===== src/rtl/ifr_pkg.sv =====
package ifr_pkg;
  localparam int unsigned NSRC = 7;
  typedef logic [NSRC-1:0] src_vec_t;

  // Enable update for one command byte: bit 7 selects set (1) or clear (0).
  function automatic src_vec_t enable_next(input src_vec_t cur, input logic [7:0] cmd);
    if (cmd[7]) return cur | cmd[NSRC-1:0];
    else        return cur & ~cmd[NSRC-1:0];
  endfunction

  // Flag update: an event takes priority over a clear of the same bit.
  function automatic src_vec_t flag_next(input src_vec_t cur, input src_vec_t ev,
                                         input src_vec_t clr);
    return ev | (cur & ~clr);
  endfunction

  function automatic logic pending(input src_vec_t fl, input src_vec_t en);
    return |(fl & en);
  endfunction
endpackage


===== src/rtl/ifr_flag_bank.sv =====
module ifr_flag_bank
  import ifr_pkg::*;
(
  input  logic     clk,
  input  logic     rst_n,
  input  src_vec_t evt,
  input  src_vec_t clr,
  output src_vec_t flags
);
  src_vec_t flag_q;

  always_ff @(posedge clk or negedge rst_n) begin
    if (!rst_n) flag_q <= '0;
    else        flag_q <= flag_next(flag_q, evt, clr);
  end

  assign flags = flag_q;

  // every pulsed source is set on the next cycle, even when a clear is requested
  p_evt_sets_r2: assert property (@(posedge clk) disable iff (!rst_n)
    (evt != '0) |=> ((flags & $past(evt)) == $past(evt)));

  // a cleared bit with no competing event reads 0 afterwards
  p_clr_wins_r3: assert property (@(posedge clk) disable iff (!rst_n)
    ((clr & ~evt) != '0) |=> ((flags & $past(clr & ~evt)) == '0));

  // bits neither pulsed nor cleared hold their value
  p_hold_r3: assert property (@(posedge clk) disable iff (!rst_n)
    1'b1 |=> ((flags & ~$past(evt | clr)) == ($past(flags) & ~$past(evt | clr))));
endmodule


===== src/rtl/ifr_enable_mask.sv =====
module ifr_enable_mask
  import ifr_pkg::*;
(
  input  logic       clk,
  input  logic       rst_n,
  input  logic       wr,
  input  logic [7:0] cmd,
  output src_vec_t   enables
);
  src_vec_t en_q;

  always_ff @(posedge clk or negedge rst_n) begin
    if (!rst_n)  en_q <= '0;
    else if (wr) en_q <= enable_next(en_q, cmd);
  end

  assign enables = en_q;

  p_set_cmd_r5: assert property (@(posedge clk) disable iff (!rst_n)
    (wr && cmd[7]) |=> ((enables & $past(cmd[NSRC-1:0])) == $past(cmd[NSRC-1:0])));

  p_clr_cmd_r6: assert property (@(posedge clk) disable iff (!rst_n)
    (wr && !cmd[7]) |=> ((enables & $past(cmd[NSRC-1:0])) == '0));

  p_untouched_r6: assert property (@(posedge clk) disable iff (!rst_n)
    1'b1 |=> ((enables & ~$past(wr ? cmd[NSRC-1:0] : '0))
              == ($past(enables) & ~$past(wr ? cmd[NSRC-1:0] : '0))));
endmodule


===== src/rtl/ifr_read_mux.sv =====
module ifr_read_mux
  import ifr_pkg::*;
(
  input  logic       rd_en,
  input  logic       sel_flag,
  input  logic       sel_en,
  input  src_vec_t   flags,
  input  src_vec_t   enables,
  output logic [7:0] rdata,
  output logic       summary
);
  assign summary = pending(flags, enables);

  always_comb begin
    rdata = 8'h00;
    if (rd_en) begin
      if (sel_flag)    rdata = {summary, flags};
      else if (sel_en) rdata = {1'b1, enables};
    end
  end
endmodule


===== src/rtl/ifr_irq_unit.sv =====
module ifr_irq_unit
  import ifr_pkg::*;
#(
  parameter int unsigned ADDR_W    = 4,
  parameter int unsigned FLAG_SLOT = 13
) (
  input  logic              clk,
  input  logic              rst_n,
  input  logic [ADDR_W-1:0] addr,
  input  logic              wr_en,
  input  logic              rd_en,
  input  logic [7:0]        wdata,
  output logic [7:0]        rdata,
  input  logic [NSRC-1:0]   evt,
  output logic              irq_n
);
  localparam logic [ADDR_W-1:0] FLAG_A = ADDR_W'(FLAG_SLOT);
  localparam logic [ADDR_W-1:0] EN_A   = ADDR_W'(FLAG_SLOT + 1);

  // Named internal events
  logic     sel_flag, sel_en, flag_wr, en_wr, summary;
  src_vec_t clr_mask, flags, enables;

  assign sel_flag = (addr == FLAG_A);
  assign sel_en   = (addr == EN_A);
  assign flag_wr  = wr_en && sel_flag;
  assign en_wr    = wr_en && sel_en;
  assign clr_mask = flag_wr ? wdata[NSRC-1:0] : '0;

  ifr_flag_bank u_flags (
    .clk(clk), .rst_n(rst_n), .evt(evt), .clr(clr_mask), .flags(flags)
  );

  ifr_enable_mask u_enables (
    .clk(clk), .rst_n(rst_n), .wr(en_wr), .cmd(wdata), .enables(enables)
  );

  ifr_read_mux u_rd (
    .rd_en(rd_en), .sel_flag(sel_flag), .sel_en(sel_en),
    .flags(flags), .enables(enables), .rdata(rdata), .summary(summary)
  );

  assign irq_n = ~summary;

  // request tracks the masked flags from the register banks
  p_irq_match_r9: assert property (@(posedge clk) disable iff (!rst_n)
    irq_n == ((flags & enables) == '0));

  // enable reads always carry bit 7 high
  p_en_read_r7: assert property (@(posedge clk) disable iff (!rst_n)
    (rd_en && sel_en) |-> rdata[7]);

  // no read strobe, no data
  p_quiet_bus_r11: assert property (@(posedge clk) disable iff (!rst_n)
    !rd_en |-> (rdata == 8'h00));

  // writes elsewhere leave both registers alone
  p_other_slot_r10: assert property (@(posedge clk) disable iff (!rst_n)
    (wr_en && !sel_flag && !sel_en && evt == '0) |=>
      (flags == $past(flags) && enables == $past(enables)));
endmodule


===== config.mk =====
export PLATFORM = sky130hd
export DESIGN_NAME = ifr_irq_unit
export DESIGN_NICKNAME = d
export VERILOG_FILES = /design/src/rtl/ifr_pkg.sv /design/src/rtl/ifr_flag_bank.sv /design/src/rtl/ifr_enable_mask.sv /design/src/rtl/ifr_read_mux.sv /design/src/rtl/ifr_irq_unit.sv
export SDC_FILE = /design/constraint.sdc
export NUM_CORES = 1
export LEC_CHECK = 0
export ABC_AREA = 1
export BUFFER_PORTS_ARGS = -buffer_cell sky130_fd_sc_hd__buf_2
export CAP_MARGIN = 20
export CORE_UTILIZATION = 47
export DETAILED_ROUTE_END_ITERATION = 12
export GPL_TIMING_DRIVEN = 0
export PLACE_DENSITY = 0.87
export RECOVER_POWER = 100
export SYNTH_ARGS = -nofsm -noshare
export SYNTH_HDL_FRONTEND = slang
export SYNTH_SLANG_ARGS = --single-unit

===== constraint.sdc =====
create_clock -name clk -period 1.95 [get_ports clk]
set_clock_uncertainty 0.15 [all_clocks]
set_input_delay 0.585 -clock clk [delete_from_list [all_inputs] [get_ports clk]]
set_output_delay 0.585 -clock clk [all_outputs]
set_load 0.005 [all_outputs]

==> results of run 1 <==
## metal layers
layer / vias to the layer above / wire length (um) / GRT usage (%)
met5: - / 0 / 0
met4: 0 / 23 / 9.38
met3: 4 / 118 / 3.75
met2: 35 / 999 / 37.3
met1: 394 / 783 / 27.9
li1: 453 / - / -
## through the flow
| step | setup TNS, ps | total power, mW |
|---|---|---|
| after global routing | -1380 | 0.743 |
| final | -881 | 0.704 |
| after CTS | -1010 | 0.695 |
| after global placement | -1960 | 0.470 |
| after floorplan | 0 | 0.416 |
| after detailed placement | -2210 | 0.475 |
## synthesized netlist by cell type
library cell	instances	area, um2
a21oi_1	8	40.0
and2_1	1	6.26
buf_6	1	11.3
dfrtp_1	14	350
inv_1	15	56.3
nand2_1	70	263
nand2_2	1	6.26
nand3_1	8	40.0
nor2_1	3	11.3
nor2_2	2	12.5
nor2_4	2	22.5
## kinds of logic after synthesis
group | Yosys count
compound gates | 8
buf+inv | 16
simple gates | 87
flops | 14
## placed cells by master, fill, tap and decap left out, types with 2 or more instances in the layout
master / instances
a21oi_1: 7
buf_2: 28
buf_4: 4
clkbuf_4: 3
dfrtp_1: 14
inv_1: 12
nand2_1: 66
nand2_2: 3
nand2_4: 2
nand3_1: 8
nor2_1: 3
nor2_2: 3
## power groups by stage
stage / logic [mW] / registers, mW / clock network, mW
final: 0.152 / 0.340 / 0.212
after global routing: 0.172 / 0.343 / 0.228
after CTS: 0.138 / 0.340 / 0.217
after detailed placement: 0.130 / 0.346 / 0
after global placement: 0.125 / 0.344 / 0
after floorplan: 0.0748 / 0.341 / 0
## worst max-delay path: stages
cell and delay, ps:
buf_4 130, nor2_2 110, nand2_2 90, inv_4 100, nand2_1 60, a21oi_1 140, buf_2 130
## repair_timing
item	4_1_cts	5_1_grt
buffers inserted	1	2
hold endpoints to repair	0	0
hold buffers	0	0
endpoints found under the setup margin	8	9
pin swaps	9	7
resized for setup	12	7
## layout make-up
type | instances | share of cell area (%)
Sequential cell | 14 | 32.3
Inverter | 15 | 5.88
Buffer | 1 | 0.461
Timing Repair Buffer | 34 | 17.4
Clock buffer | 4 | 3.34
Multi-Input combinational cell | 95 | 38.8
Tap cell | 16 | 1.85
## worst max-delay path by stage
stage / end / cells after the start / from
3_5_place_dp: rdata[5] / 7 / addr[1]
3_3_place_gp: rdata[0] / 7 / addr[1]
4_1_cts: rdata[0] / 7 / addr[1]
6_report: rdata[0] / 7 / addr[0]
5_1_grt: rdata[5] / 8 / addr[2]
2_1_floorplan: rdata[0] / 6 / addr[2]
==> impl_metrics.csv, run 1 <==
group,metric,value,unit
route,wl_per_cell,10.8,um
synth,synthCells,125,
global_route,grt_start_max_net_pins,15,
placement,hpwlAfterDp,1390,um
power,vdd_drop_max,0.000462,V
job,drv_cap,0,
worst_setup_path,cp.arrival,1340,ps
timing,whs,194,ps
route,drtIter0Drc,24,
power,internal_power,0.500,mW
placement,gp_congestion,0.797,
cells_and_area,seq_area,350,um2
placement,port_buffers,31,
worst_setup_path,critical_path.max_fanout,7,
synth,yosysWarningCount,0,
clock_tree,clock-sinks,14,
die,start_util,52.6,%
synth,synth_area,820,um2
synth,ys_seq_area_share,42.7,%
global_route,antenna_found_initial,0,
synth,synth.distinct_cells,11,
die,dieHeight,43.8,um
placement,dp.cells,172,
clock_tree,cts_buffer_depth,2,
worst_setup_path,r2r_slack,1070,ps
worst_setup_path,crit_path_end_kind,"output pin",
route,drc,4,
timing,fmax,482,MHz
route,ant_nets,0,
worst_setup_path,path_class,"primary input to output pin",
power,p_sw_share,29.0,%
cells_and_area,area.growth.synth_to_final,32.4,%
synth,synth-seq-cells,14,
clock_tree,cts.reportedPaths.clkPinSlew,90,ps
clock_tree,cts_tree,"yes",
cells_and_area,nets,187,
synth,synth-compound-area-share,4.89,%
placement,post-place-ws,-326,ps
timing,drv_slew,0,
die,fp.dieW,43.8,um
timing,worst_slack,-126,ps
worst_setup_path,start_kind,"primary input",
route,num_vias,886,
placement,post_dp_cell_area,995,um2
synth,synth_simple_gate_area_share,44.1,%
global_route,track_usage,22.1,%
die,core_area,1560,um2
timing,rsz0062_at_grt,"true",
power,pwr-share-comb,21.6,%
global_route,overflow,0,
global_route,grt_pass1_vias,774,
global_route,grt_pass1_wl,3150,um
clock_tree,clk_latency,280,ps
die,row_count,14,
synth,synth_fa_ha_area_share,0,%
power,cellPowerDensity,649,nW/um2
timing,slew_headroom,48.8,%
power,seq_power_share,48.2,%
cells_and_area,stdcell_count,179,
timing,hold_viol,0,
cells_and_area,fillCellCount,141,
clock_tree,ctsHtreeMaxLevel,1,
clock_tree,cts-root-buf,"clkbuf_4",
cells_and_area,finish.instance_area,1080,um2
status,violations,"design-rule violations, negative setup slack",
cells_and_area,antennaDiodeCount,0,
timing,setup_viol,8,
status,outcome,"complete, but fails checks",
worst_setup_path,ff2ff_path_depth,3,
synth,postSynthAreaPerCell,6.56,um2
route,dr.pass1.iters,8,
hold_path,min_path_type,"primary input to async pin",
synth,muxShareOfSynthArea,0,%
synth,synth_top_family_by_area,"simple AND/OR/NAND/NOR gates",
cells_and_area,multi_input_area,420,um2
power,p_leak,0.618,nW
power,p_switching,0.204,mW
timing,timing.final.crit_share,106,%
synth,synth_nets,148,
power,clockPowerShare,30.1,%
route,routed_wirelength,1930,um
worst_setup_path,required,1210,ps
timing,period_needed,2080,ps
timing,worst_pin_slew,768,ps
die,ios,32,
cells_and_area,drive_above_1_share,31.3,%
synth,synth_xor_xnor_area_share,0,%
cells_and_area,utilization,69.6,%
die,dieArea,1910,um2
clock_tree,cts_buffers,3,
route,vias_per_cell,4.95,
Power figures use the tool's default switching activity.
==> run 2: changes to the inputs <==
--- a/config.mk
+++ b/config.mk
@@ -8,10 +8,10 @@
 export ABC_AREA = 1
 export BUFFER_PORTS_ARGS = -buffer_cell sky130_fd_sc_hd__buf_2
 export CAP_MARGIN = 20
-export CORE_UTILIZATION = 47
+export CORE_UTILIZATION = 50
 export DETAILED_ROUTE_END_ITERATION = 12
 export GPL_TIMING_DRIVEN = 0
-export PLACE_DENSITY = 0.87
+export PLACE_DENSITY = 0.92
 export RECOVER_POWER = 100
 export SYNTH_ARGS = -nofsm -noshare
 export SYNTH_HDL_FRONTEND = slang
==> constraint.sdc (replaced) <==
create_clock -name clk -period 2.68 [get_ports clk]
set_clock_uncertainty 0.15 [all_clocks]
set_input_delay 0.804 -clock clk [delete_from_list [all_inputs] [get_ports clk]]
set_output_delay 0.804 -clock clk [all_outputs]
set_load 0.005 [all_outputs]
==> impl_metrics.csv, run 2 (synthesis results as in run 1) <==
group,metric,value,unit
cells_and_area,area.growth.synth_to_final,26.6,%
timing,fin_tns_setup,0,ps
placement,port_buffers,31,
worst_setup_path,critical_path.max_fanout,8,
clock_tree,clk_latency,280,ps
power,seq_power_share,49.9,%
global_route,overflow,0,
clock_tree,ctsHoldBuffers,0,
power,p_leak,0.588,nW
die,row_count,14,
global_route,grt_pass1_vias,786,
worst_setup_path,start_kind,"primary input",
timing,worst_pin_slew,753,ps
power,internal_power,0.354,mW
job,drv_cap,0,
cells_and_area,antennaDiodeCount,0,
worst_setup_path,crit_path_end_kind,"output pin",
global_route,track_usage,23.1,%
timing,setup_viol,0,
route,vias_per_cell,5.02,
route,wl_per_cell,10.9,um
timing,rsz0062_at_grt,"true",
clock_tree,cts_buffer_depth,2,
clock_tree,cts_buffers,3,
route,drtIter0Drc,15,
clock_tree,cts_tree,"yes",
route,num_vias,883,
worst_setup_path,required,1730,ps
cells_and_area,utilization,68.1,%
timing,slew_headroom,49.8,%
timing,hold_viol,0,
cells_and_area,drive_above_1_share,28.1,%
cells_and_area,layout_common_cells,"nand2_1 (67), buf_2 (29), inv_1 (14), dfrtp_1 (14), nand3_1 (8)",
global_route,grt_pass1_wl,3170,um
die,dieHeight,42.5,um
power,p_sw_share,28.9,%
power,pwr-share-comb,19.3,%
cells_and_area,nets,184,
power,p_total,0.498,mW
worst_setup_path,cp.arrival,1690,ps
route,dr.pass1.iters,4,
clock_tree,cts.reportedPaths.clkPinSlew,80,ps
timing,timing.final.crit_share,98.5,%
timing,fmax,379,MHz
clock_tree,clock-sinks,14,
die,core_area,1520,um2
route,drc,0,
worst_setup_path,path_class,"primary input to output pin",
placement,hpwlAfterDp,1410,um
route,ant_nets,0,
die,start_util,53.8,%
cells_and_area,final_common_cell,"nand2_1",
power,clockPowerShare,30.8,%
clock_tree,ctsHtreeMaxLevel,1,
die,dieArea,1800,um2
die,ios,32,
power,cellPowerDensity,480,nW/um2
die,fp.dieW,42.5,um
timing,drv_slew,0,
placement,gp_congestion,0.809,
global_route,grt_start_max_net_pins,15,
clock_tree,post_cts_buffers,0,
timing,period_needed,2640,ps
route,routed_wirelength,1920,um
power,vdd_drop_max,0.000317,V
global_route,antenna_found_initial,0,
hold_path,min_path_type,"register to register",
power,p_switching,0.144,mW
clock_tree,cts-root-buf,"clkbuf_4",
status,outcome,"finished, final reports clean",
-- run 2: changes by cell type in the layout (fill, tap and decap cells not counted), sizes merged --
cell | before | now
buf | 33 | 29
clkbuf | 6 | 7
-- run 2: path summary, 6_finish.rpt --
path	startpoint	end	slack [ps]	cells past startpoint
setup / recovery	addr[1]	rdata[4]	40	7
hold / removal	u_flags.flags[1]$_DFF_PN0_	u_flags.flags[1]$_DFF_PN0_	350	2
setup reg to reg	register	register	1890	2
hold reg to reg	u_flags.flags[1]$_DFF_PN0_	u_flags.flags[1]$_DFF_PN0_	350	2
max in group asynchronous	rst_n	async pin	1510	1
min in group asynchronous	rst_n	async pin	410	1
-- run 2: critical path: stages --
cell and delay (ps):
buf_2 110, inv_1 90, nand2_2 70, nor2_4 240, nand2_1 90, a21oi_1 160
buf_2 140
-- run 2: final cells by class --
cell class                      count  area (um2)
Timing Repair Buffer               31         154
Fill cell                         146         487
Tap cell                           16        20.0
Multi-Input combinational cell     95         414
Sequential cell                    14         350
Inverter                           15        58.8
Clock buffer                        4        36.3
Buffer                              1        3.75
-- run 2: repair_timing --
action | CTS | global route
gates resized for setup | 2 | 8
pin swaps | 0 | 2
endpoints found under the setup margin | 1 | 4
-- run 2: routing by layer --
metal	global-route usage [%]	up-vias	part of all wire, %
li1	-	446	-
met1	31.3	389	43
met4	10.0	0	1.5
met3	4.31	5	6.6
met5	0	-	0
met2	36.0	43	49
-- run 2: metrics by stage --
step	hold slack (ps)	setup WS (ps)	instances	instance area (um2)
3_5_place_dp	336	-50.2	172	995
5_1_grt	385	-12.3	176	1040
6_report	352	39.3	176	1040
2_1_floorplan	312	367	125	820
4_1_cts	256	43.7	176	1040
3_3_place_gp	324	34.5	172	995
-- run 2: power groups by stage --
stage          Combinational, mW  Clock (mW)  Sequential (mW)
6_report                  0.0964       0.153            0.248
5_1_grt                    0.112       0.165            0.252
4_1_cts                   0.0970       0.156            0.248
3_5_place_dp              0.0959           0            0.252
3_3_place_gp              0.0907           0            0.251
2_1_floorplan             0.0544           0            0.248
